<file path="src/rtl/lp_dntimer.sv">
module lp_dntimer #(
  parameter int W = 16
) (
  input  logic         clk,
  input  logic         rst_n,
  input  logic [1:0]   src_sel,
  input  logic         slow_src,
  input  logic         sub_src,
  input  logic         chain_uf,
  input  logic         ext_in,
  input  logic         run,
  input  logic         wr_en,
  input  logic [2:0]   wr_addr,
  input  logic [W-1:0] wr_data,
  input  logic [2:0]   rd_addr,
  output logic [W-1:0] rd_data,
  output logic         pulse_out,
  output logic         cmpa_out,
  output logic         cmpb_out,
  output logic         cmpa_evt,
  output logic         cmpb_evt,
  output logic         uf_evt,
  output logic         meas_evt
);
  localparam logic [2:0] M_TIMER = 3'd0, M_PULSE = 3'd1, M_EVENT = 3'd2,
                         M_WIDTH = 3'd3, M_PERIOD = 3'd4;

  logic [W-1:0] cnt_q, rld_q, cmpa_q, cmpb_q, cap_q;
  logic [2:0]   mode_q;
  logic         pol_q;
  logic [2:0]   sy1, sy2, sy3;

  always_ff @(posedge clk or negedge rst_n)
    if (!rst_n) begin
      sy1 <= '0; sy2 <= '0; sy3 <= '0;
    end else begin
      sy1 <= {ext_in, sub_src, slow_src};
      sy2 <= sy1;
      sy3 <= sy2;
    end

  logic lvl, lvl_p, act_edge, act_end, tick, ld, meas, step, uf;
  logic [W-1:0] dec;

  assign lvl      = sy2[2] ^ pol_q;
  assign lvl_p    = sy3[2] ^ pol_q;
  assign act_edge = lvl & ~lvl_p;
  assign act_end  = ~lvl & lvl_p;
  assign ld       = wr_en && wr_addr == 3'd0;
  assign dec      = cnt_q - 1'b1;

  always_comb
    case (src_sel)
      2'd0:    tick = 1'b1;
      2'd1:    tick = sy2[0] & ~sy3[0];
      2'd2:    tick = sy2[1] & ~sy3[1];
      default: tick = chain_uf;
    endcase

  assign meas = run && !ld && ((mode_q == M_WIDTH && act_end) ||
                               (mode_q == M_PERIOD && act_edge));

  always_comb begin
    step = 1'b0;
    if (run && !ld && !meas)
      case (mode_q)
        M_TIMER, M_PULSE, M_PERIOD: step = tick;
        M_EVENT:                    step = act_edge;
        M_WIDTH:                    step = tick && lvl;
        default:                    step = 1'b0;
      endcase
  end

  assign uf = step && cnt_q == '0;

  always_ff @(posedge clk or negedge rst_n)
    if (!rst_n) begin
      cnt_q <= '1; rld_q <= '1; cmpa_q <= '0; cmpb_q <= '0; cap_q <= '0;
      mode_q <= M_TIMER; pol_q <= 1'b0;
      pulse_out <= 1'b0; cmpa_out <= 1'b0; cmpb_out <= 1'b0;
      cmpa_evt <= 1'b0; cmpb_evt <= 1'b0; uf_evt <= 1'b0; meas_evt <= 1'b0;
    end else begin
      if (wr_en)
        case (wr_addr)
          3'd0: rld_q <= wr_data;
          3'd1: cmpa_q <= wr_data;
          3'd2: cmpb_q <= wr_data;
          3'd3: {pol_q, mode_q} <= wr_data[3:0];
          default: ;
        endcase
      if (ld)        cnt_q <= wr_data;
      else if (meas) cnt_q <= rld_q;
      else if (step) cnt_q <= uf ? rld_q : dec;
      if (meas) cap_q <= rld_q - cnt_q;
      uf_evt   <= uf;
      meas_evt <= meas;
      cmpa_evt <= step && !uf && dec == cmpa_q;
      cmpb_evt <= step && !uf && dec == cmpb_q;
      if (step && !uf && dec == cmpa_q) cmpa_out <= ~cmpa_out;
      if (step && !uf && dec == cmpb_q) cmpb_out <= ~cmpb_out;
      if (uf && mode_q == M_PULSE) pulse_out <= ~pulse_out;
    end

  always_comb
    case (rd_addr)
      3'd0:    rd_data = cnt_q;
      3'd1:    rd_data = cmpa_q;
      3'd2:    rd_data = cmpb_q;
      3'd3:    rd_data = {{(W-4){1'b0}}, pol_q, mode_q};
      3'd4:    rd_data = cap_q;
      3'd5:    rd_data = rld_q;
      default: rd_data = '0;
    endcase


  uf_reload_chk: assert property (@(posedge clk) disable iff (!rst_n)
    uf_evt |-> cnt_q == rld_q);

  pulse_only_uf_chk: assert property (@(posedge clk) disable iff (!rst_n)
    (pulse_out != $past(pulse_out)) |-> uf_evt);

  uf_meas_excl_chk: assert property (@(posedge clk) disable iff (!rst_n)
    $onehot0({uf_evt, meas_evt}));

  cmpa_hit_chk: assert property (@(posedge clk) disable iff (!rst_n)
    (cmpa_evt && !$past(wr_en && wr_addr == 3'd1)) |-> cnt_q == cmpa_q);

  stop_hold_chk: assert property (@(posedge clk) disable iff (!rst_n)
    (!run && !ld) |=> cnt_q == $past(cnt_q));

  stop_quiet_chk: assert property (@(posedge clk) disable iff (!rst_n)
    !run |=> !uf_evt && !meas_evt && !cmpa_evt && !cmpb_evt);
endmodule

</file>
<file path="config.mk">
export PLATFORM = sky130hd
export DESIGN_NAME = lp_dntimer
export DESIGN_NICKNAME = d
export VERILOG_FILES = /design/src/rtl/lp_dntimer.sv
export SDC_FILE = /design/constraint.sdc
export NUM_CORES = 1
export LEC_CHECK = 0
export BUFFER_PORTS_ARGS = -buffer_cell sky130_fd_sc_hd__clkbuf_2
export CAP_MARGIN = 40
export CORE_MARGIN = 4
export CORE_UTILIZATION = 50
export DETAILED_ROUTE_END_ITERATION = 10
export PLACE_DENSITY = 0.71
export SYNTH_ARGS = -nofsm -noshare
export SYNTH_HDL_FRONTEND = slang
export SYNTH_SLANG_ARGS = --single-unit
</file>
<file path="constraint.sdc">
create_clock -name clk -period 2.4 [get_ports clk]
set_input_delay 0.48 -clock clk [delete_from_list [all_inputs] [get_ports clk]]
set_output_delay 0.48 -clock clk [all_outputs]
set_load 0.05 [all_outputs]
</file>
==> impl_metrics.json, run 1 <==
{
  "syn_area_sq_um": 6699,
  "p_int_mw": 6.156,
  "period_minus_slack_ns": 2.571,
  "vias": 6281,
  "final-hold-violation-count": 0,
  "fmax_mhz": 388.9,
  "synth_area_leaders": "dfrtp_1 (25%), dfstp_2 (13%), mux2_2 (6.7%), mux2i_1 (4.9%), nand2_1 (4.6%)",
  "setup_viol": 7,
  "dpl-instance-area_sq_um": 8172,
  "tns_ns": -0.6722,
  "start_kind": "register",
  "required_ns": 2.69,
  "violations": "negative setup slack",
  "antennaDiodeCount": 0,
  "place_hpwl_mm": 16.22,
  "pwr_density_cell_nw_per_um2": 1173,
  "via_per_inst": 6.092,
  "area_growth_pct": 35.26,
  "cts.sinks": 100,
  "endpoint": "cmpa_out",
  "seqPwrFrac_pct": 26.9,
  "cts_buffers": 9,
  "drc": 0,
  "r2r_end": "cmpa_out",
  "p_comb_share_pct": 58.3,
  "fin_skew_ns": 0.01105,
  "die_x_um": 123.8,
  "synth_commonest_cells": "nand2_1 (82), dfrtp_1 (68), nor2_1 (46)",
  "fill_cells": 989,
  "ys_types": 77,
  "cts_root_buf": "clkbuf_16",
  "yosys.area.top_type": "dfrtp_1",
  "status": "finished, violations left",
  "netlist_instances": 704,
  "cp_cell_sequence": "inv_4, ha_4, nor3b_4, buf_6, buf_6, xnor2_4, mux2i_1, a211o_1, a2111o_1, a2111oi_4, xor2_1",
  "core-area_sq_um": 13190,
  "firstDrtPassIters": 7,
  "fin_crit_sh_pct": 107.1,
  "power_mw": 10.63,
  "yosys_warnings": 0,
  "io_buffers": 54,
  "critPathCaptureType": "register",
  "p_sw_mw": 4.470,
  "htree_num_levels": 3,
  "slew_violations": 0,
  "slowest_delay_ns": 0.57,
  "pin_count": 55,
  "cts_tree": "built",
  "wl_per_cell_um": 21.64,
  "peakVddDrop_v": 0.0006204,
  "routabilityCongestion": 0.9553,
  "crit_fanout": 4,
  "r2r_slack_ns": -0.17,
  "synthFlopType": "dfrtp_1",
  "cp.arrival_ns": 2.86,
  "switching_share_pct": 42.07,
  "fp-row-count": 42,
  "rsz0062_at_grt": "true",
  "rr_worst_depth": 11,
  "grt_pass1_wl_mm": 34.09,
  "insertion_delay_ns": 0.36,
  "critical_path.top_delay_family": "compound AO/OA/AOI/OAI gates",
  "layout-drive-gt1-share_pct": 43.51,
  "die-area_sq_um": 15310,
  "crit_path_start": "cnt_q[0]",
  "nets": 900,
  "max_slew_margin_pct": 62.58,
  "antenna_found_initial": 1,
  "critPathBufInv": 3,
  "synth.most_common_cell": "nand2_1",
  "synth_edf_count": 0,
  "holdCritPathClass": "in2async",
  "ys_seq_area_share_pct": 37.95,
  "first_iter_violations": 660,
  "fp.dieH_um": 123.8,
  "max_cap_viol_count": 0,
  "critPathKind": "reg2reg",
  "multi_input_area_sq_um": 4284,
  "timing.hold.ws_ns": 0.08851,
  "ys_async_sr_fraction_pct": 100.0,
  "reg2reg_from": "cnt_q[0]",
  "post-route-util_pct": 68.70,
  "clk_pin_slew_ns": 0.08,
  "hold_buffers": 0,
  "wl_mm": 22.31,
  "final-seq-area_sq_um": 2544,
  "grt_max_degree": 51,
  "track_usage_pct": 29.68,
  "ys_seq_elements": 100,
  "fin_ws_ns": -0.1711,
  "worst_path_most_repeated_cell": "buf_6",
  "initial_core_util_pct": 50.79,
  "grt_overflow": 0,
  "ant_nets": 0,
  "netlist.area_leader.share_pct": 25.40,
  "synth.net_count": 754,
  "leakagePower_nw": 4.036,
  "avgSynthCellArea_sq_um": 9.516,
  "grt_pass1_vias": 6259,
  "cts_buffer_depth": 2,
  "crit_slowest_cell": "dfstp_2",
  "worst-path-stages": 11,
  "fin_area_sq_um": 9061,
  "worst_pin_slew_ns": 0.5594,
  "p_clk_share_pct": 14.8
}
[cells by family after synthesis]
kind of cell / count (synthesis) / synth area share, %
simple gates: 208 / 16.42
compound gates: 166 / 16.42
flops: 100 / 37.95
buf+inv: 82 / 5.510
mux: 75 / 12.16
xor+xnor: 55 / 8.069
fa+ha+maj: 18 / 3.474
[sequential cells by signal, summed over array words and instances, names as in the netlist, 3 cells and up]
name and flops:
sy1 3, rld_q 16, cap_q 16, cmpa_q 16, mode_q 3, sy2 3
cmpb_q 16, cnt_q 16, sy3 3
[what timing repair did]
item	in CTS	in global routing
pin swaps	5	21
buffers inserted	11	10
resized for setup	23	63
endpoints found under the setup margin	18	34
gates cloned	0	1
[layer usage]
metal | GRT usage [%] | part of all wire, % | up-vias | routed length, um
met3 | 6.358 | 7.0 | 53 | 1558
met2 | 46.00 | 46 | 278 | 10370
met1 | 41.02 | 43 | 3140 | 9639
li1 | - | - | 2808 | -
met4 | 10.87 | 3.3 | 2 | 733
met5 | 0 | 0.058 | - | 13
[through the flow]
stage	setup slack [ns]	instances
floorplan	-0.08239	704
global placement	-0.2481	993
detailed placement	-0.3162	993
CTS	-0.1790	1020
global route	-0.2725	1031
finish	-0.1711	1031
[layout by cell type (no fill, tap or decap), drive strengths merged, types with 3 or more instances in the layout]
master,instances
xnor2,31
nor2,48
a31o,6
a21oi,37
nor3,10
o21ai,39
a21o,5
nor4b,7
a22oi,5
a21boi,3
dfrtp,68
mux2,41
and2,6
dfstp,32
nand4,9
o22ai,16
clkbuf,53
nor4,5
o31ai,4
buf,141
nand2,82
o211ai,14
o32a,5
xor2,20
nand3,15
nand2b,5
ha,17
and3,3
inv,36
o2111ai,5
a31oi,8
nor2b,3
or3,4
mux2i,33
[area by class of cell]
class	count	area share (%)
multi-input combinational	522	47.28
sequential	100	28.07
timing repair buffer	184	17.27
clock buffer	10	2.637
tap	176	2.430
inverter	33	1.422
clock inverter	6	0.8837
[worst register-to-register path, cell delays in order (launching register included)]
cell       delay, ns
dfstp_2         0.57
inv_4           0.06
ha_4            0.16
nor3b_4         0.16
buf_6           0.12
buf_6           0.11
xnor2_4         0.11
mux2i_1         0.13
a211o_1         0.25
a2111o_1        0.33
a2111oi_4       0.33
xor2_1          0.18
[worst min path at each step]
| stage | end | slack (ns) | depth (start not counted) |
|---|---|---|---|
| final | meas_evt | 0.09 | 1 |
| after global routing | cmpa_q[5] | 0.12 | 1 |
| after CTS | cmpa_q[5] | 0.10 | 1 |
| after detailed placement | sy2[0] | 0.34 | 0 |
| after global placement | sy2[0] | 0.33 | 0 |
| after floorplan | cap_q[0] | 0.18 | 0 |
[power groups by stage]
stage / logic [mW] / registers [mW] / clock network, mW
final: 6.19 / 2.86 / 1.57
after detailed placement: 5.31 / 2.83 / 0
after floorplan: 3.58 / 2.57 / 0
after global routing: 6.64 / 2.92 / 1.67
after global placement: 5.21 / 2.81 / 0
after CTS: 5.64 / 2.80 / 1.61
Power figures use the tool's default switching activity.
==> run 2, diff against run 1 <==
--- a/config.mk
+++ b/config.mk
@@ -10,6 +10,7 @@
 export CORE_MARGIN = 4
 export CORE_UTILIZATION = 50
 export DETAILED_ROUTE_END_ITERATION = 10
+export MAX_ROUTING_LAYER = met4
 export PLACE_DENSITY = 0.71
 export SYNTH_ARGS = -nofsm -noshare
 export SYNTH_HDL_FRONTEND = slang
==> impl_metrics.json, run 2 (synthesis results as in run 1) <==
{
  "fin_skew_ns": 0.009834,
  "final-hold-violation-count": 0,
  "hold_buffers": 0,
  "cp.arrival_ns": 2.80,
  "place_inst": 1002,
  "fill_cells": 995,
  "pin_count": 55,
  "seqPwrFrac_pct": 26.9,
  "worst_pin_slew_ns": 0.5238,
  "crit_slowest_cell": "dfstp_2",
  "violations": "negative setup slack",
  "cts.sinks": 100,
  "core-area_sq_um": 13190,
  "peakVddDrop_v": 0.0007504,
  "routabilityCongestion": 0.9963,
  "p_int_mw": 6.041,
  "fin_crit_sh_pct": 106.1,
  "required_ns": 2.66,
  "setup_viol": 10,
  "power_mw": 10.63,
  "vias": 6245,
  "fmax_mhz": 392.8,
  "grt_overflow": 0,
  "final_common_cell": "buf_4",
  "track_usage_pct": 31.01,
  "io_buffers": 54,
  "status": "finished, violations left",
  "cts_root_buf": "clkbuf_16",
  "grt_pass1_vias": 6230,
  "cts_buffer_depth": 2,
  "fp.dieH_um": 123.8,
  "max_cap_viol_count": 0,
  "antenna_found_initial": 0,
  "insertion_delay_ns": 0.36,
  "area_growth_pct": 35.38,
  "holdCritPathClass": "in2async",
  "critPathKind": "reg2reg",
  "firstDrtPassIters": 5,
  "grt_pass1_wl_mm": 34.58,
  "slowest_delay_ns": 0.59,
  "die-area_sq_um": 15310,
  "period_minus_slack_ns": 2.546,
  "grt_max_degree": 50,
  "die_x_um": 123.8,
  "htree_num_levels": 3,
  "fp-row-count": 42,
  "post-route-util_pct": 68.75,
  "cts_buffers": 9,
  "mostFrequentLayoutCells": "buf_4 (125), nand2_1 (82), dfrtp_1 (67), nor2_1 (45), clkbuf_2 (42)",
  "start_kind": "register",
  "slew_violations": 0,
  "crit_fanout": 4,
  "p_sw_mw": 4.585,
  "cp_cell_sequence": "inv_1, ha_1, nor2b_1, o21ai_1, a21boi_1, buf_4, o211ai_1, a21boi_1, or3_1, a31o_2",
  "cts_tree": "built",
  "switching_share_pct": 43.15,
  "initial_core_util_pct": 50.79,
  "via_per_inst": 5.999,
  "critPathCaptureType": "register",
  "fin_ws_ns": -0.1458,
  "layout-drive-gt1-share_pct": 43.47,
  "nets": 910,
  "wl_per_cell_um": 22.00,
  "wl_mm": 22.91,
  "instances_no_fill": 1041,
  "worst_path_most_repeated_cell": "a21boi_1",
  "p_clk_share_pct": 13.9,
  "pwr_density_cell_nw_per_um2": 1172,
  "rsz0062_at_grt": "true",
  "place_hpwl_mm": 16.78,
  "drc": 0,
  "rr_worst_depth": 10,
  "ant_nets": 0,
  "p_comb_share_pct": 59.2,
  "first_iter_violations": 546,
  "leakagePower_nw": 4.060,
  "antennaDiodeCount": 0,
  "clk_pin_slew_ns": 0.08,
  "max_slew_margin_pct": 64.96
}
[run 2: worst paths after layout]
kind                       startpoint   endpoint  slack, ns
setup / recovery             cnt_q[2]  cap_q[14]      -0.15
hold / removal                  rst_n     uf_evt       0.04
setup reg to reg             cnt_q[2]  cap_q[14]      -0.15
hold reg to reg                sy1[0]     sy2[0]       0.35
max in group asynchronous       rst_n   cnt_q[9]       1.62
min in group clk             slow_src     sy1[0]       0.22
[run 2: critical path, delay by kind of cell, from the launching register on]
| family | cells | cell delay [ns] |
|---|---|---|
| DFF | 1 | 0.59 |
| AOI/OAI and AO/OA | 5 | 0.80 |
| adders and majority gates | 1 | 0.34 |
| buffers and inverters | 2 | 0.22 |
| and+or+nand+nor | 2 | 0.49 |
[run 2: power by group through the flow]
stage	combinational, mW	clock, mW	sequential (mW)
after detailed placement	5.38	0	2.83
after floorplan	3.58	0	2.57
after global routing	6.70	1.56	2.91
after global placement	5.26	0	2.81
final	6.29	1.48	2.86
after CTS	5.68	1.50	2.80
[run 2: area by class of cell]
type / instances / area [sq um] / share of cell area [%]
Inverter: 33 / 132.6 / 1.462
Tap cell: 176 / 220.2 / 2.428
Clock buffer: 9 / 225.2 / 2.483
Clock inverter: 7 / 67.56 / 0.7450
Sequential cell: 100 / 2544 / 28.05
Timing Repair Buffer: 194 / 1615 / 17.81
Multi-Input combinational cell: 522 / 4264 / 47.02
[run 2: per-stage QoR]
| step | setup TNS, ns | instance area [sq um] | worst slack, ns | hold slack, ns |
|---|---|---|---|---|
| final | -0.5606 | 9069 | -0.1458 | 0.04399 |
| after CTS | -0.3571 | 8675 | -0.1376 | 0.05952 |
| after global routing | -2.278 | 9069 | -0.2816 | 0.06434 |
| after global placement | -1.745 | 8227 | -0.1821 | 0.3318 |
| after detailed placement | -3.677 | 8227 | -0.2683 | 0.3358 |
| after floorplan | -0.1109 | 6850 | -0.08239 | 0.1844 |
[run 2: repair_timing]
item                                   4_1_cts  5_1_grt
setup endpoints to repair                   27       32
setup buffers                                7       16
pin swaps                                    8       26
endpoints found under the hold margin        0        0
gates resized for setup                     22       59
gates cloned                                 0        1
[run 2: layer usage]
metal  up-vias  GRT usage [%]  share of wire (%)
li1       2841              -                  -
met1      3096          43.35                 43
met2       263          45.76                 46
met3        45          5.132                7.8
met4         0          10.93                2.6
met5         -              -                  0
